$ cat config.mk
export PLATFORM = sky130hd
export DESIGN_NAME = sar_serial_seq
export DESIGN_NICKNAME = d
export VERILOG_FILES = /design/src/rtl/sar_serial_pkg.sv /design/src/rtl/sar_serial_pwrgate.sv /design/src/rtl/sar_serial_framer.sv /design/src/rtl/sar_serial_sar.sv /design/src/rtl/sar_serial_shifter.sv /design/src/rtl/sar_serial_seq.sv
export SDC_FILE = /design/constraint.sdc
export NUM_CORES = 1
export LEC_CHECK = 0
export CORE_MARGIN = 2
export CORE_UTILIZATION = 54
export DETAILED_ROUTE_END_ITERATION = 6
export PLACE_DENSITY = 0.78
export SKIP_LAST_GASP = 1
export SYNTH_ARGS = -nofsm -noshare
export SYNTH_HDL_FRONTEND = slang
export SYNTH_HIERARCHICAL = 1
export SYNTH_SLANG_ARGS = --single-unit
export TNS_END_PERCENT = 1
$ cat constraint.sdc
create_clock -name ser_clk -period 2.5 [get_ports ser_clk]
set_clock_uncertainty 0.1 [all_clocks]
set_input_delay 0.375 -clock ser_clk [delete_from_list [all_inputs] [get_ports ser_clk]]
set_output_delay 0.375 -clock ser_clk [all_outputs]
set_load 0.1 [all_outputs]
$ cat src/rtl/sar_serial_pkg.sv
package sar_serial_pkg;

  typedef enum logic {
    PH_WAIT = 1'b0,
    PH_CONV = 1'b1
  } phase_e;

  // Trial word for bit 'idx': keep bits above idx, set idx, clear below.
  function automatic logic [31:0] trial_word(input logic [31:0] kept,
                                             input logic [31:0] idx);
    logic [31:0] at_bit;
    logic [31:0] low_mask;
    at_bit   = 32'd1 << idx;
    low_mask = at_bit - 32'd1;
    return (kept & ~(low_mask | at_bit)) | at_bit;
  endfunction

  // Slot number to result-bit index: the last decision slot maps to bit 0.
  function automatic logic [31:0] slot_to_bit(input logic [31:0] slot,
                                              input logic [31:0] last_dec);
    return last_dec - slot;
  endfunction

endpackage

$ cat src/rtl/sar_serial_pwrgate.sv
module sar_serial_pwrgate #(
  parameter int PU_CLKS = 8
) (
  input  logic ser_clk,
  input  logic pwr_down,
  output logic pu_done
);
  generate
    if (PU_CLKS == 0) begin : g_nowait
      assign pu_done = 1'b1;
    end else begin : g_count
      localparam int PW = $clog2(PU_CLKS + 1);
      localparam logic [PW-1:0] PU_LIM = PW'(PU_CLKS);
      logic [PW-1:0] pu_cnt;
      always_ff @(negedge ser_clk or posedge pwr_down) begin
        if (pwr_down)
          pu_cnt <= '0;
        else if (pu_cnt != PU_LIM)
          pu_cnt <= pu_cnt + 1'b1;
      end
      assign pu_done = (pu_cnt == PU_LIM);
    end
  endgenerate
endmodule

$ cat src/rtl/sar_serial_framer.sv
module sar_serial_framer
  import sar_serial_pkg::*;
#(
  parameter int FRAME = 16,
  parameter int CW    = $clog2(FRAME)
) (
  input  logic          ser_clk,
  input  logic          clr,
  input  logic          start_ok,
  output logic          busy,
  output logic [CW-1:0] slot,
  output logic          start_ev
);
  localparam logic [CW-1:0] LAST_SLOT = CW'(FRAME - 1);

  phase_e phase;

  always_ff @(negedge ser_clk or posedge clr) begin
    if (clr) begin
      phase <= PH_WAIT;
      slot  <= '0;
    end else begin
      unique case (phase)
        PH_WAIT: begin
          slot <= '0;
          if (start_ok) phase <= PH_CONV;
        end
        PH_CONV: begin
          if (slot == LAST_SLOT) begin
            phase <= PH_WAIT;
            slot  <= '0;
          end else begin
            slot <= slot + 1'b1;
          end
        end
        default: phase <= PH_WAIT;
      endcase
    end
  end

  assign busy     = (phase == PH_CONV);
  assign start_ev = (phase == PH_WAIT) && start_ok;
endmodule

$ cat src/rtl/sar_serial_sar.sv
module sar_serial_sar
  import sar_serial_pkg::*;
#(
  parameter int RES  = 12,
  parameter int LEAD = 4,
  parameter int CW   = 4
) (
  input  logic           ser_clk,
  input  logic           clr,
  input  logic           start_ev,
  input  logic           busy,
  input  logic [CW-1:0]  slot,
  input  logic           cmp_ge,
  output logic           decide_ev,
  output logic [RES-1:0] dac_code,
  output logic [RES-1:0] result
);
  // Bit i is decided in the slot just before it is shifted out.
  localparam int IW = (RES > 1) ? $clog2(RES) : 1;
  localparam logic [CW-1:0] DEC_FIRST = CW'(LEAD - 1);
  localparam logic [CW-1:0] DEC_LAST  = CW'(LEAD + RES - 2);

  logic [IW-1:0]  bit_idx;
  logic [RES-1:0] trial;

  assign decide_ev = busy && (slot >= DEC_FIRST) && (slot <= DEC_LAST);
  assign bit_idx   = IW'(slot_to_bit(32'(slot), 32'(DEC_LAST)));
  assign trial     = RES'(trial_word(32'(result), 32'(bit_idx)));
  assign dac_code  = decide_ev ? trial : result;

  always_ff @(negedge ser_clk or posedge clr) begin
    if (clr)
      result <= '0;
    else if (start_ev)
      result <= '0;
    else if (decide_ev)
      result[bit_idx] <= cmp_ge;
  end
endmodule

$ cat src/rtl/sar_serial_shifter.sv
module sar_serial_shifter (
  input  logic ser_clk,
  input  logic clr,
  input  logic start_ev,
  input  logic decide_ev,
  input  logic cmp_ge,
  output logic ser_data,
  output logic ser_data_oe
);
  // The fresh decision goes straight to the pin; every other slot sends 0.
  always_ff @(negedge ser_clk or posedge clr) begin
    if (clr) begin
      ser_data    <= 1'b0;
      ser_data_oe <= 1'b0;
    end else begin
      ser_data <= decide_ev & cmp_ge;
      if (start_ev) ser_data_oe <= 1'b1;
    end
  end
endmodule

$ cat src/rtl/sar_serial_seq.sv
module sar_serial_seq #(
  parameter int RES     = 12,
  parameter int LEAD    = 4,
  parameter int PU_CLKS = 8
) (
  input  logic           ser_clk,
  input  logic           sel_n,
  input  logic           pwr_down,
  input  logic           cmp_ge,
  output logic [RES-1:0] dac_code,
  output logic           ser_data,
  output logic           ser_data_oe,
  output logic           conv_busy,
  output logic           sh_hold
);
  // LEAD must be at least 1: the first decision uses the last lead slot.
  localparam int FRAME = RES + LEAD;
  localparam int CW    = $clog2(FRAME);

  logic          clr;
  logic          pu_done;
  logic          busy;
  logic [CW-1:0] slot;
  logic          start_ev;
  logic          decide_ev;
  logic [RES-1:0] result;

  assign clr = sel_n | pwr_down;

  sar_serial_pwrgate #(.PU_CLKS(PU_CLKS)) u_pwr (
    .ser_clk (ser_clk),
    .pwr_down(pwr_down),
    .pu_done (pu_done)
  );

  sar_serial_framer #(.FRAME(FRAME), .CW(CW)) u_frm (
    .ser_clk (ser_clk),
    .clr     (clr),
    .start_ok(pu_done),
    .busy    (busy),
    .slot    (slot),
    .start_ev(start_ev)
  );

  sar_serial_sar #(.RES(RES), .LEAD(LEAD), .CW(CW)) u_sar (
    .ser_clk  (ser_clk),
    .clr      (clr),
    .start_ev (start_ev),
    .busy     (busy),
    .slot     (slot),
    .cmp_ge   (cmp_ge),
    .decide_ev(decide_ev),
    .dac_code (dac_code),
    .result   (result)
  );

  sar_serial_shifter u_shf (
    .ser_clk    (ser_clk),
    .clr        (clr),
    .start_ev   (start_ev),
    .decide_ev  (decide_ev),
    .cmp_ge     (cmp_ge),
    .ser_data   (ser_data),
    .ser_data_oe(ser_data_oe)
  );

  assign conv_busy = busy;
  assign sh_hold   = busy;
endmodule

==> run metrics <==
Die X=57.3 µm; Hold WC Path Type=register to register; DRC viols=0; synth top area cells=dfrtn_1, mux2i_1, nand2b_1, nand2_1, buf_6; DIE AREA=3280 µm²; final-report max-slew violation count=0; post-synthesis cell type count=46; Pwr Total=0.641 mW; Synth Register Bits=23; static leakage=1.11 nW; crit path DAT=3040 ps; clk_lat worst skew=320 ps; largest net degree at the start of global routing=15; post-synth design cell area=1530 µm²; wire length per cell=16.5 µm; cell taking the most area after synthesis=dfrtn_1; fin util=83.7%; post-synth top area share=37.6%; initial antenna violation count=0; Global Route Usage Sum=27.1%; IO Count=20; cells along the critical path=buf_4 -> o21bai_1 -> and3_1 -> a211o_1 -> buf_12; DRT iter0 DRCs=70; top_reg_cell synth=dfrtn_1; fraction of registers with async set/reset=100%; Core Rows=19; Critical Path Source Type=register; DP Area=2150 µm²; synthesized net count=165; Top delay family on crit path=flip-flops; failing checks=setup timing; routability congestion estimate=0.780; first-pass GRT wire length=6780 µm; Seq/Total Area, Yosys=37.6%; CTS Sinks=23; pre-CTS WS=-692 ps; CP Capture Type=output pin; Setup CP Type=register to output pin; worst-margin pin slew=331 ps; RSZ-0062 raised after global routing=yes; Reg clk slew, reported paths=90 ps; nets=218; routed via count=1376; router iterations before antenna repair=4; status=finished with violations; post-route cell area=2290 µm²; ANT nets after route=0; endpoints failing hold=0; max_cap viols=0; Post-Syn Instances=158; n_diodes=0; fill count=144; Ys Warns=6; CTS Buf Count=3; I/O Buffers=19; die height=57.3 µm; total congestion overflow=0; Initial Utilization=56.1%; # setup viols final=16; CTS tree=built; Avg Cell Area, Syn=9.70 µm²; CORE AREA=2730 µm²; CP required=2030 ps; power per cell area=280 nW/µm²; area delta synth->final=49.3%; Detailed Place HPWL=2720 µm; worst setup margin=-1020 ps; Slew Limit Headroom=77.7%; Via density=5.71; vias in the first global route=1452; drt total wl=3980 µm; worst reg-to-reg setup slack=740 ps; htree depth=1; Critical Path Max Stage Delay=520 ps; Max IR drop VDD=0.394 mV; deepest clock path buffer count=2; Root Buffer=clkbuf_4; number of synthesized flops with an enable pin=0; Crit-path slowest cell=dfrtn_1; share of layout cells above drive strength 1=37.6%; peak fanout along the critical path=5; CP Buf/Inv Count=2
per-stage QoR:
stage          instances  hold slack, ps  setup TNS (ps)
6_report             241             377          -12700
2_1_floorplan        158             320          -19770
5_1_grt              241             422          -13790
3_5_place_dp         227             380           -9210
4_1_cts              240             384          -12290
3_3_place_gp         227             331           -8760
final timing paths:
check                                                     from                                  end  cells past startpoint
max                                    u_frm/slot[2]$_DFF_NP0_                          dac_code[5]                      5
min                        u_pwr/g_count.pu_cnt[2]$_DFFE_NP0P_  u_pwr/g_count.pu_cnt[2]$_DFFE_NP0P_                      1
max reg2reg                u_pwr/g_count.pu_cnt[0]$_DFFE_NP0P_          u_sar/result[2]$_DFFE_NP0P_                      8
min reg2reg                u_pwr/g_count.pu_cnt[2]$_DFFE_NP0P_  u_pwr/g_count.pu_cnt[2]$_DFFE_NP0P_                      1
max in group asynchronous                             pwr_down          u_sar/result[4]$_DFFE_NP0P_                      4
min in group asynchronous                             pwr_down  u_pwr/g_count.pu_cnt[3]$_DFFE_NP0P_                      2
cells in the mapped netlist, types with 4 or more instances:
master and instances:
dfrtn_1 23, inv_1 9, nand2_1 15, a21oi_1 7
mux2i_1 14, nand3_1 4, nand2b_1 19, buf_6 4
o21ai_1 4, and3_1 5
report_power, final:
| group | internal, mW | total [mW] | switching (mW) |
|---|---|---|---|
| sequential | 0.378 | 0.380 | 0.00282 |
| combinational | 0.0289 | 0.0731 | 0.0443 |
| clock | 0.0614 | 0.187 | 0.126 |
| total | 0.468 | 0.641 | 0.173 |
sequential cells by signal, indices dropped and copies added (netlist names):
name	cells
u_frm/busy	1
u_shf/ser_data	1
u_sar/result	12
u_frm/slot	4
u_pwr/g_count.pu_cnt	4
u_shf/ser_data_oe	1
timing repair:
| item | CTS | global route |
|---|---|---|
| setup endpoints to repair | 16 | 16 |
| resized for setup | 1 | 2 |
| setup buffers | 9 | 1 |
| pin swaps | 1 | 1 |
| hold endpoints to repair | 0 | 0 |
| hold buffers | 0 | 0 |
routing by layer:
layer	global-route usage [%]	vias to the layer above	routed length, µm
li1	-	649	-
met1	33.0	692	1690
met2	50.2	32	2130
met3	3.63	3	120
met4	6.64	0	29
met5	0	-	0
cells in the final DEF, fill, tap and decap left out, types with 2 or more instances in the layout:
cell	n
clkbuf_4	3
buf_12	19
buf_4	36
and3_1	5
and2_4	2
o21ai_0	2
dfrtn_1	23
a22o_1	2
o21ai_1	2
inv_1	9
nand2_1	15
ha_1	3
mux2i_1	14
nand3_1	4
nor2b_1	2
nand4_1	2
nor2_1	2
nand2b_1	19
xnor2_1	2
and2_1	3
clkdlybuf4s50_1	3
or2_1	2
a21oi_1	6
cell families (layout without fill, tap and decap cells):
| family | count (synthesis) | in the layout | share of synthesized area [%] |
|---|---|---|---|
| compound gates | 27 | 27 | 13.0 |
| buf+inv | 20 | 72 | 7.59 |
| flops | 23 | 23 | 37.6 |
| fa+ha+maj | 3 | 3 | 2.45 |
| simple gates | 67 | 67 | 27.6 |
| xor+xnor | 3 | 3 | 1.71 |
| mux | 15 | 15 | 10.1 |
cell type report:
class	instances	area, µm²	area share, %
Inverter	9	33.8	1.48
Clock buffer	3	22.5	0.984
Timing Repair Buffer	59	684	29.9
Multi-Input combinational cell	115	926	40.5
Clock inverter	1	7.51	0.328
Tap cell	31	38.8	1.69
Sequential cell	23	576	25.2
Note: power is estimated with default switching activity, not from simulation.
